==> src/rtl/ctx_seq_pkg.sv <==
package ctx_seq_pkg;
  typedef enum logic {
    ST_IDLE = 1'b0,
    ST_RUN  = 1'b1
  } seq_state_e;
endpackage

==> src/rtl/ctx_tbl_bank.sv <==
module ctx_tbl_bank #(
  parameter int CTX_W   = 4,
  parameter int ENT_W   = 12,
  parameter int NUM_CTX = 16
) (
  input  logic             clk,
  input  logic             we,
  input  logic             wbank,
  input  logic [CTX_W-1:0] waddr,
  input  logic [ENT_W-1:0] wdata,
  input  logic             rbank,
  input  logic [CTX_W-1:0] raddr,
  output logic [ENT_W-1:0] rdata
);
  logic [ENT_W-1:0] bank_rd [2];

  for (genvar b = 0; b < 2; b++) begin : g_bank
    logic [ENT_W-1:0] mem [NUM_CTX];
    logic             bank_we;

    assign bank_we = we && (wbank == b[0]);

    always_ff @(posedge clk) begin
      if (bank_we) begin
        mem[waddr] <= wdata;
      end
    end

    assign bank_rd[b] = mem[raddr];
  end

  assign rdata = rbank ? bank_rd[1] : bank_rd[0];
endmodule

==> src/rtl/ctx_next_sel.sv <==
module ctx_next_sel #(
  parameter int CTX_W     = 4,
  parameter int NUM_FLAGS = 8,
  parameter int FLAG_W    = 3,
  parameter int ENT_W     = 12
) (
  input  logic [ENT_W-1:0]     entry,
  input  logic [NUM_FLAGS-1:0] flags,
  output logic [CTX_W-1:0]     next_ctx,
  output logic                 is_last
);
  localparam int DFLT_LSB = 0;
  localparam int ALT_LSB  = CTX_W;
  localparam int IDX_LSB  = 2 * CTX_W;
  localparam int LAST_BIT = 2 * CTX_W + FLAG_W;

  logic [FLAG_W-1:0] sel_idx;
  logic              cond;

  always_comb begin
    sel_idx  = entry[IDX_LSB +: FLAG_W];
    cond     = flags[sel_idx];
    is_last  = entry[LAST_BIT];
    next_ctx = cond ? entry[ALT_LSB +: CTX_W] : entry[DFLT_LSB +: CTX_W];
  end
endmodule

==> src/rtl/ctx_bank_ctrl.sv <==
module ctx_bank_ctrl (
  input  logic clk,
  input  logic rst_n,
  input  logic load_done,
  input  logic idle,
  output logic bank_sel,
  output logic swap
);
  logic pend_q, pend_d;
  logic bank_d;
  logic do_swap;

  always_comb begin
    do_swap = idle && (pend_q || load_done);
    pend_d  = (pend_q || load_done) && !do_swap;
    bank_d  = do_swap ? !bank_sel : bank_sel;
  end

  always_ff @(posedge clk or negedge rst_n) begin
    if (!rst_n) begin
      pend_q   <= 1'b0;
      bank_sel <= 1'b0;
      swap     <= 1'b0;
    end else begin
      pend_q   <= pend_d;
      bank_sel <= bank_d;
      swap     <= do_swap;
    end
  end
endmodule

==> src/rtl/ctx_seq_ctrl.sv <==
module ctx_seq_ctrl #(
  parameter int NUM_CTX   = 16,
  parameter int NUM_FLAGS = 8,
  parameter int CTX_W     = $clog2(NUM_CTX),
  parameter int FLAG_W    = $clog2(NUM_FLAGS),
  parameter int ENT_W     = 1 + FLAG_W + 2 * CTX_W
) (
  input  logic                 clk,
  input  logic                 rst_n,
  input  logic                 start_i,
  input  logic [NUM_FLAGS-1:0] flags_i,
  input  logic                 tbl_we_i,
  input  logic [CTX_W-1:0]     tbl_addr_i,
  input  logic [ENT_W-1:0]     tbl_wdata_i,
  input  logic                 load_done_i,
  output logic [CTX_W-1:0]     ctx_o,
  output logic                 done_o,
  output logic                 swap_o
);
  import ctx_seq_pkg::*;

  seq_state_e       state_q, state_d;
  logic [CTX_W-1:0] ctx_q, ctx_d;
  logic             done_d;
  logic             busy;
  logic             bank_sel;
  logic [ENT_W-1:0] cur_entry;
  logic [CTX_W-1:0] sel_ctx;
  logic             sel_last;

  assign busy = (state_q == ST_RUN);

  ctx_tbl_bank #(.CTX_W(CTX_W), .ENT_W(ENT_W), .NUM_CTX(NUM_CTX)) u_tbl (
    .clk   (clk),
    .we    (tbl_we_i),
    .wbank (!bank_sel),
    .waddr (tbl_addr_i),
    .wdata (tbl_wdata_i),
    .rbank (bank_sel),
    .raddr (ctx_q),
    .rdata (cur_entry)
  );

  ctx_next_sel #(.CTX_W(CTX_W), .NUM_FLAGS(NUM_FLAGS), .FLAG_W(FLAG_W),
                 .ENT_W(ENT_W)) u_sel (
    .entry    (cur_entry),
    .flags    (flags_i),
    .next_ctx (sel_ctx),
    .is_last  (sel_last)
  );

  ctx_bank_ctrl u_bank (
    .clk       (clk),
    .rst_n     (rst_n),
    .load_done (load_done_i),
    .idle      (!busy),
    .bank_sel  (bank_sel),
    .swap      (swap_o)
  );

  always_comb begin
    state_d = state_q;
    ctx_d   = ctx_q;
    done_d  = 1'b0;
    unique case (state_q)
      ST_IDLE: begin
        if (start_i) begin
          state_d = ST_RUN;
          ctx_d   = '0;
        end
      end
      ST_RUN: begin
        if (sel_last) begin
          state_d = ST_IDLE;
          done_d  = 1'b1;
        end else begin
          ctx_d = sel_ctx;
        end
      end
      default: state_d = ST_IDLE;
    endcase
  end

  always_ff @(posedge clk or negedge rst_n) begin
    if (!rst_n) begin
      state_q <= ST_IDLE;
      ctx_q   <= '0;
      done_o  <= 1'b0;
    end else begin
      state_q <= state_d;
      ctx_q   <= ctx_d;
      done_o  <= done_d;
    end
  end

  assign ctx_o = ctx_q;
endmodule

==> config.mk <==
export PLATFORM = sky130hd
export DESIGN_NAME = ctx_seq_ctrl
export DESIGN_NICKNAME = d
export VERILOG_FILES = /design/src/rtl/ctx_seq_pkg.sv /design/src/rtl/ctx_tbl_bank.sv /design/src/rtl/ctx_next_sel.sv /design/src/rtl/ctx_bank_ctrl.sv /design/src/rtl/ctx_seq_ctrl.sv
export SDC_FILE = /design/constraint.sdc
export NUM_CORES = 1
export LEC_CHECK = 0
export BUFFER_PORTS_ARGS = -buffer_cell sky130_fd_sc_hd__buf_2
export CAP_MARGIN = 20
export CORE_MARGIN = 2
export CORE_UTILIZATION = 60
export DETAILED_ROUTE_END_ITERATION = 10
export GPL_ROUTABILITY_DRIVEN = 0
export PLACE_DENSITY_LB_ADDON = 0.2
export REMOVE_ABC_BUFFERS = 1
export SLEW_MARGIN = 20
export SYNTH_ARGS = -nofsm -noshare
export SYNTH_HDL_FRONTEND = slang
export SYNTH_SLANG_ARGS = --single-unit
==> constraint.sdc <==
create_clock -name clk -period 8.7 [get_ports clk]
set_clock_uncertainty 0.15 [all_clocks]
set_input_delay 0.87 -clock clk [delete_from_list [all_inputs] [get_ports clk]]
set_output_delay 0.87 -clock clk [all_outputs]
set_load 0.02 [all_outputs]
==> impl_metrics.tcl, run 1 <==
set metrics [dict create \
    grt_pass1_wl_um 47710 \
    synth_common_cells "edfxtp_1 (384), mux4_2 (111), nor2_1 (32)" \
    yosys.area.top_type "edfxtp_1" \
    postCtsResizedCells 0 \
    cts.sinks 393 \
    end_kind "register" \
    clkTransAtPathRegs_ns 0.06 \
    grt_pass1_vias 7207 \
    period_needed_ns 4.396 \
    dr.pass1.iters 5 \
    synthTopCellsByArea "edfxtp_1 (75%), mux4_2 (16%), mux4_1 (1.5%)" \
    hpwl_um 18020 \
    fin_area_mm2 0.01731 \
    postRouteAntennaNets 0 \
    clk_latency_ns 0.53 \
    async_flop_share 0.02290 \
    place_area_mm2 0.01597 \
    grt_max_degree 69 \
    stdcell_count 1075 \
    grtUsageTotal 0.2537 \
    ys_ff_latch 393 \
    pre_cts_ws_ns 4.172 \
    antenna_found_initial 0 \
    tns_ns 0 \
    drc 0 \
    num_vias 7061 \
    crit_type "register to register" \
    hold_buffers 0 \
    slew_headroom 0.2865 \
    die-area_mm2 0.02683 \
    irDropWorstVdd_mv 0.1649 \
    tritoncts.num_buffers 39 \
    tritoncts "yes" \
    viasPerCell 6.568 \
    status "complete, no violations" \
    crit_arrival_ns 4.68 \
    cp-start-kind "register" \
    rsz0062_at_grt "false" \
    syn_avg_cell_area_um2 23.36 \
    yosysWarnings 0 \
    syn_inst 656 \
    slowest_delay_ns 0.82 \
    leakagePower_nw 5.407 \
    timing_worst_slew_pin_value_ns 1.069 \
    cp_num_buf_inv 1 \
    critPathMaxFanout 68 \
    crit_family "multiplexers" \
    drt_wl_total_um 31950 \
    finalCritPeriodShare 0.5053 \
    power_density_mw_per_mm2 284.0 \
    synth_edf_count 384 \
    num_rows 58 \
    fmax_mhz 227.5 \
    setup_viol 0 \
    clk_path_buf_depth 3 \
    area_growth_pct 12.97 \
    required_ns 8.99 \
    h-tree-depth 2 \
    start_util 0.6103 \
    ios 35 \
    numPortBuffers 34 \
    die_x_um 163.8 \
    finalHoldViolations 0 \
    syn_area_mm2 0.01532 \
    layout-drive-gt1-share 0.3423 \
    grt_overflow 0 \
    nets 747 \
    worstPathCellList "buf_4, mux4_1, mux4_2, mux2i_4, mux2_2, o22a_4, a22oi_1, nor2b_1, o21ai_1" \
    finalMaxSlewViolations 0 \
    max_cap_violations 0 \
    synth_top_area_frac 0.7525 \
    drt_iter0_drc 939 \
    critPathSlowestCell "buf_4" \
    wl_per_cell_um 29.72 \
    place_inst 1007 \
    ys_types 31 \
    cts_setup_buffers 0 \
    ys.flop_type "edfxtp_1" \
    antenna_cells 0 \
    chipHeight_um 163.8 \
    hold_class "input pin to asynchronous set/reset pin" \
    setup_ws_ns 4.304 \
    core_region_area_mm2 0.02511 \
    ys_seq_area_frac 0.7672 \
    root_buffer "clkbuf_16" \
    yosysMostFrequentCell "edfxtp_1" \
    post-route-util 0.6894 \
]
## power breakdown
| part | total (W) | switching, W | internal [W] | leakage, nW |
|---|---|---|---|---|
| registers | 0.00220 | 0.0000736 | 0.00213 | 3.57 |
| logic | 0.000974 | 0.000489 | 0.000485 | 1.20 |
| clock network | 0.00174 | 0.000672 | 0.00107 | 0.638 |
## state kept, by name (all words and copies together), names as in the netlist
signal and count:
done_o 1, u_tbl.g_bank.mem 384, u_bank.pend_q 1, busy 1
u_bank.swap 1, u_bank.bank_sel 1, ctx_o 4
## layer usage
layer / share of wire / track usage
met3: 0.092 / 0.05682
met5: 0 / 0
met1: 0.40 / 0.3824
met4: 0.016 / 0.06180
met2: 0.49 / 0.3896
## cell usage in the layout, fill, tap and decap left out, types with 7 or more instances in the layout
cell / synthesis / layout
nor2_1: 32 / 19
nand2b_1: 8 / 8
clkbuf_16: 0 / 41
nand2_1: 14 / 14
buf_2: 12 / 34
buf_4: 3 / 20
edfxtp_1: 384 / 384
nor2_2: 0 / 13
mux4_2: 111 / 111
mux4_1: 9 / 9
nor2b_1: 9 / 9
bufinv_16: 0 / 7
## area by class of cell
| cell class | instances | area [um2] |
|---|---|---|
| clock buffer | 47 | 1049 |
| clock inverter | 21 | 287.8 |
| fill | 1542 | 7799 |
| inverter | 2 | 7.507 |
| multi-input combinational | 227 | 3457 |
| sequential | 393 | 11770 |
| tap | 330 | 412.9 |
| timing repair buffer | 55 | 331.6 |
## metrics by stage
| stage | total power (W) | hold WS (ns) |
|---|---|---|
| after global routing | 0.005079 | 0.03236 |
| final | 0.004916 | 0.03423 |
| after floorplan | 0.002975 | 0.2970 |
| after global placement | 0.003194 | 0.3218 |
| after CTS | 0.004953 | 0.02853 |
| after detailed placement | 0.003222 | 0.3215 |
## cells by family (layout without fill, tap and decap cells)
| logic type | count (synthesis) | after routing | synth area share |
|---|---|---|---|
| DFF | 393 | 393 | 0.7672 |
| xor gates and xnor gates | 1 | 1 | 0.0005717 |
| muxes | 129 | 129 | 0.1856 |
| AOI/OAI and AO/OA | 15 | 15 | 0.008247 |
| buffers and inverters | 36 | 125 | 0.01274 |
| and+or+nand+nor | 82 | 82 | 0.02564 |
## path summary, 6_finish.rpt
check | depth (start not counted) | endpoint | slack, ns | start
max | 9 | ctx_o[3] | 4.30 | ctx_o[1]
min | 1 | u_bank.swap | 0.03 | rst_n
max reg2reg | 9 | ctx_o[3] | 4.30 | ctx_o[1]
min reg2reg | 2 | u_bank.pend_q | 0.33 | u_bank.pend_q
max in group asynchronous | 1 | ctx_o[0] | 8.15 | rst_n
min in group clk | 2 | u_bank.pend_q | 0.33 | u_bank.pend_q
No activity file was read; power rests on OpenSTA's default activity.
==> inputs of run 2 (changes only) <==
clock period = 4.6 ns   (was 8.7 ns; I/O delays follow)
==> run 2 against run 1 <==
Worst hold slack better by 0.042 ns. Sequential power is 92% higher. First-iteration DRC count is 15% lower. Sequential share of layout area is 0.45 points higher. Worst setup slack worse by 3.4 ns. Combinational power is 87% higher. Wire length is 3.1% higher. Fmax is 18% higher. Non-clock buffer count is 10 higher. Clock-buffer cell count is 8 higher. Highest routed layer unchanged.
==> impl_metrics.tcl, run 2 (synthesis gave the netlist of run 1 again) <==
set metrics [dict create \
    hpwl_um 18790 \
    fin_area_mm2 0.01720 \
    leakagePower_nw 5.385 \
    regMostFlops "u_tbl.g_bank.mem" \
    final_cell_mix "edfxtp_1 (384), mux4_2 (111), clkbuf_16 (41)" \
    required_ns 4.84 \
    drt_iter0_drc 795 \
    clkTransAtPathRegs_ns 0.06 \
    drc 0 \
    finalHoldViolations 0 \
    grt_max_degree 36 \
    viasPerCell 6.647 \
    die-area_mm2 0.02683 \
    tritoncts.num_buffers 38 \
    slowest_delay_ns 0.78 \
    cts.sinks 393 \
    finalCritPeriodShare 0.8105 \
    numPortBuffers 34 \
    num_rows 58 \
    antenna_found_initial 0 \
    critPathMaxFanout 35 \
    power_density_mw_per_mm2 520.4 \
    postCtsResizedCells 0 \
    ios 35 \
    finalMaxSlewViolations 0 \
    dr.pass1.iters 7 \
    postRouteAntennaNets 0 \
    crit_arrival_ns 3.96 \
    drt_wl_total_um 32960 \
    layout-drive-gt1-share 0.3342 \
    hold_class "input pin to register" \
    antenna_cells 0 \
    grtUsageTotal 0.2590 \
    setup_viol 0 \
    start_util 0.6103 \
    setup_ws_ns 0.8718 \
    power.internal_w 0.006643 \
    area_growth_pct 12.24 \
    nets 756 \
    post-route-util 0.6850 \
    cp-start-kind "register" \
    irDropWorstVdd_mv 0.3465 \
    chipHeight_um 163.8 \
    critPathSlowestCell "dfrtp_4" \
    wl_per_cell_um 30.40 \
    switchingPower_w 0.002306 \
    place_area_mm2 0.01603 \
    seq_power_share 0.472 \
    root_buffer "clkbuf_16" \
    status "complete, no violations" \
    crit_type "register to register" \
    h-tree-depth 2 \
    num_vias 7205 \
    grt_pass1_wl_um 48310 \
    grt_overflow 0 \
    die_x_um 163.8 \
    crit_family "buffers and inverters" \
    clk_latency_ns 0.53 \
    core_region_area_mm2 0.02511 \
    swShare 0.2577 \
    period_needed_ns 3.728 \
    end_kind "register" \
    cp_num_buf_inv 2 \
    grt_pass1_vias 7266 \
    combPwrFrac 0.204 \
    tritoncts "yes" \
    slew_headroom 0.2325 \
    pre_cts_ws_ns 0.9287 \
    fmax_mhz 268.2 \
    max_cap_violations 0 \
    worstPathCellList "buf_4, buf_4, mux4_2, mux4_2, mux2i_1, nand2_1, a21boi_1, nand2_1, o21ai_1" \
    p_total_w 0.008950 \
    clk_path_buf_depth 3 \
    fin_hold_ws_ns 0.07582 \
    largest_reg_flops 384 \
    rsz0062_at_grt "false" \
    pwr-share-clk 0.324 \
    timing_worst_slew_pin_value_ns 1.150 \
    final_common_cell "edfxtp_1" \
]
==> run 2: cell count changes in the layout (fill, tap and decap cells not counted), moves of 3 or more <==
cell / delta
buf_4: +9
nor2_1: +3
nor2_2: -3
clkbuf_1: +8
bufinv_16: -6
clkinvlp_4: -5
==> run 2: worst reg2reg max path, cell delays in order (launching register included) <==
cell	delay [ns]
dfrtp_4	0.78
buf_4	0.55
buf_4	0.52
mux4_2	0.40
mux4_2	0.47
mux2i_1	0.19
nand2_1	0.15
a21boi_1	0.21
nand2_1	0.10
o21ai_1	0.09
==> run 2: power groups by stage <==
| stage | sequential (W) | clock [W] | combinational [W] |
|---|---|---|---|
| 2_1_floorplan | 0.00439 | 0 | 0.00123 |
| 3_3_place_gp | 0.00430 | 0 | 0.00177 |
| 3_5_place_dp | 0.00431 | 0 | 0.00180 |
| 4_1_cts | 0.00423 | 0.00294 | 0.00183 |
| 5_1_grt | 0.00425 | 0.00306 | 0.00194 |
| 6_report | 0.00423 | 0.00290 | 0.00182 |
==> run 2: per-stage QoR <==
step,instances,setup TNS [ns]
after CTS,1084,0
after floorplan,622,-6.866
after global placement,1016,0
final,1084,0
after global routing,1084,0
after detailed placement,1016,0
==> run 2: what timing repair did <==
action	in CTS	in global routing
setup buffers	0	0
endpoints found under the hold margin	9	0
hold buffers	1	0
==> run 2: path summary, 6_finish.rpt <==
path / from / endpoint / slack [ns] / cells past startpoint
min reg2reg: u_bank.pend_q / u_bank.pend_q / 0.37 / 2
max in group asynchronous: rst_n / ctx_o[1] / 3.86 / 2
max: ctx_o[1] / ctx_o[1] / 0.87 / 9
min in group asynchronous: rst_n / ctx_o[3] / 0.20 / 2
max reg2reg: ctx_o[1] / ctx_o[1] / 0.87 / 9
min: load_done_i / u_bank.pend_q / 0.08 / 3
==> run 2: cell type report <==
class                   count  area (um2)
flip-flops and latches    393       11770
fillers                  1566        7910
multi-input cells         227        3437
clock buffers              55        1079
repair buffers             65       417.9
well taps                 330       412.9
clock inverters            12       78.83
inverters                   2       7.507
==> run 2: layer usage <==
metal  GRT usage  share of wire
met1      0.3927           0.40
met2      0.4013           0.49
met3     0.05000          0.092
met4     0.06340          0.017
met5           0              0
==> inputs of run 3 (changes only) <==
ABC_AREA = 1   (was unset)
CORE_UTILIZATION = 56   (was 60)
clock period = 3.1 ns   (was 4.6 ns; I/O delays follow)
==> run 3 against run 2 <==
Via count rose by 46%. Design area rose by 5.1%. Power rose by 71%. Synthesized area rose by 6.2%. First-iteration DRC count rose by 61%. Fmax rose by 44%. Largest power group unchanged. Largest cell class unchanged.
==> impl_metrics.tcl, run 3 <==
set metrics [dict create \
    clk_latency_ns 0.53 \
    antenna_found_initial 2 \
    chipHeight_um 174.5 \
    end_kind "register" \
    slew_headroom 0.4738 \
    cts.sinks 393 \
    finalCritPeriodShare 0.8334 \
    synth_common_cells "edfxtp_1 (384), nand2_1 (374), nand3_1 (140)" \
    synthTopCellsByArea "edfxtp_1 (71%), nand2_1 (8.6%), nand3_1 (4.3%)" \
    final_cell_mix "edfxtp_1 (384), nand2_1 (374), nand3_1 (140)" \
    ys_types 31 \
    crit_arrival_ns 2.89 \
    timing_worst_slew_pin_value_ns 0.7884 \
    setup_ws_ns 0.5164 \
    postRouteAntennaNets 0 \
    synth_edf_count 384 \
    layout-drive-gt1-share 0.1157 \
    rsz0062_at_grt "false" \
    irDropWorstVdd_mv 0.5047 \
    leakagePower_nw 6.548 \
    async_flop_share 0.02290 \
    pre_cts_ws_ns 0.5507 \
    num_rows 62 \
    yosys.area.top_type "edfxtp_1" \
    hpwl_um 22810 \
    start_util 0.5672 \
    nets 1411 \
    hold_class "input pin to asynchronous set/reset pin" \
    largest_reg_flops 384 \
    grt_max_degree 101 \
    dr.pass1.iters 5 \
    ios 35 \
    clk_path_buf_depth 3 \
    required_ns 3.40 \
    final_common_cell "edfxtp_1" \
    stdcell_count 1794 \
    cts_setup_buffers 0 \
    root_buffer "clkbuf_16" \
    grtUsageTotal 0.2683 \
    die-area_mm2 0.03045 \
    tritoncts "yes" \
    period_needed_ns 2.584 \
    crit_type "register to register" \
    cp-start-kind "register" \
    syn_avg_cell_area_um2 12.26 \
    ys_seq_area_frac 0.7222 \
    viasPerCell 5.871 \
    wl_per_cell_um 22.35 \
    p_total_w 0.01527 \
    core_region_area_mm2 0.02870 \
    numPortBuffers 34 \
    synth_top_area_frac 0.7083 \
    die_x_um 174.5 \
    h-tree-depth 2 \
    place_inst 1721 \
    finalHoldViolations 0 \
    syn_area_mm2 0.01628 \
    tritoncts.num_buffers 40 \
    post-route-util 0.6296 \
    grt_pass1_wl_um 60550 \
    ys_ff_latch 393 \
    drt_wl_total_um 40090 \
    ys.flop_type "edfxtp_1" \
    grt_pass1_vias 10240 \
    area_growth_pct 11.01 \
    critPathMaxFanout 68 \
    fillers 2223 \
    finalMaxSlewViolations 0 \
    setup_viol 0 \
    grt_overflow 0 \
    fmax_mhz 387.1 \
    drc 0 \
    regMostFlops "u_tbl.g_bank.mem" \
    clkTransAtPathRegs_ns 0.06 \
    yosysWarnings 0 \
    num_vias 10530 \
    max_cap_violations 0 \
    drt_iter0_drc 1276 \
    yosysMostFrequentCell "edfxtp_1" \
    status "complete, no violations" \
    power_density_mw_per_mm2 844.7 \
    syn_inst 1328 \
]
[run 3: cell types whose count changed in the layout (fill, tap and decap cells not counted), moves of 16 or more]
cell	before	now
nor2_1	22	58
a22oi_1	4	27
mux4_2	111	0
buf_4	29	47
a21oi_1	0	116
inv_1	2	42
nand3_1	2	140
o21ai_0	0	18
a221oi_1	0	16
nand2_1	14	374
[run 3: power breakdown]
group          internal [W]  switching, W  total [W]
Sequential          0.00599     0.0000820    0.00607
Clock               0.00242       0.00187    0.00428
Combinational       0.00147       0.00344    0.00491
[run 3: routing by layer]
layer / track usage / vias to the layer above / share of wire
met5: 0 / - / 0
met4: 0.1160 / 0 / 0.041
met3: 0.06037 / 105 / 0.097
met2: 0.4089 / 458 / 0.46
met1: 0.3756 / 5110 / 0.40
li1: - / 4860 / -
[run 3: kinds of logic after synthesis]
logic type | Yosys count | share of synthesized area
XOR/XNOR | 1 | 0.0005381
flip-flops | 393 | 0.7222
AND/OR/NAND/NOR | 587 | 0.1503
AO/OA/AOI/OAI | 218 | 0.08016
buffers and inverters | 129 | 0.04681
[run 3: through the flow]
stage / cell area, um2 / hold WS, ns / TNS (ns)
finish: 18070 / 0.03822 / 0
global route: 18070 / 0.05336 / 0
CTS: 18070 / 0.02846 / 0
detailed placement: 16900 / 0.04078 / 0
global placement: 16900 / 0.03662 / 0
floorplan: 15700 / -0.1356 / -17.97
[run 3: area by class of cell]
cell class | count | area (um2) | share of cell area
inverter | 48 | 186.4 | 0.01032
sequential | 393 | 11770 | 0.6510
tap | 384 | 480.5 | 0.02659
clock buffer | 54 | 1075 | 0.05947
timing repair buffer | 93 | 733.2 | 0.04057
multi-input combinational | 806 | 3761 | 0.2081
clock inverter | 15 | 68.82 | 0.003808
antenna | 1 | 2.502 | 0.0001385
[run 3: critical path, cell delays in order (launching register included)]
cell	delay (ns)
dfrtp_4	0.52
inv_6	0.21
buf_12	0.33
nand2_1	0.09
nand3_1	0.08
nand3_1	0.10
nand2_1	0.09
nand2_1	0.07
nand3_2	0.17
nand2_2	0.10
nand2_1	0.09
nand3_2	0.08
nand2_1	0.09
nand2_2	0.07
nand3_1	0.08
nand3_1	0.08
nand2_1	0.06
[run 3: repair_timing]
action	in CTS	in global routing
endpoints found under the hold margin	11	0
gates resized for setup	0	0
hold buffers	3	0
[run 3: worst paths after layout]
path                                     from                        end  slack [ns]  cells after the start
worst min-delay path                    rst_n                     done_o        0.04                      2
min in group clk                tbl_addr_i[2]  u_tbl.g_bank[0].mem[2][8]        0.18                      4
worst max register to register       ctx_o[0]                   ctx_o[0]        0.52                     16
max in group asynchronous               rst_n                   ctx_o[1]        2.54                      2
worst max-delay path                 ctx_o[0]                   ctx_o[0]        0.52                     16
worst min register to register  u_bank.pend_q              u_bank.pend_q        0.39                      2
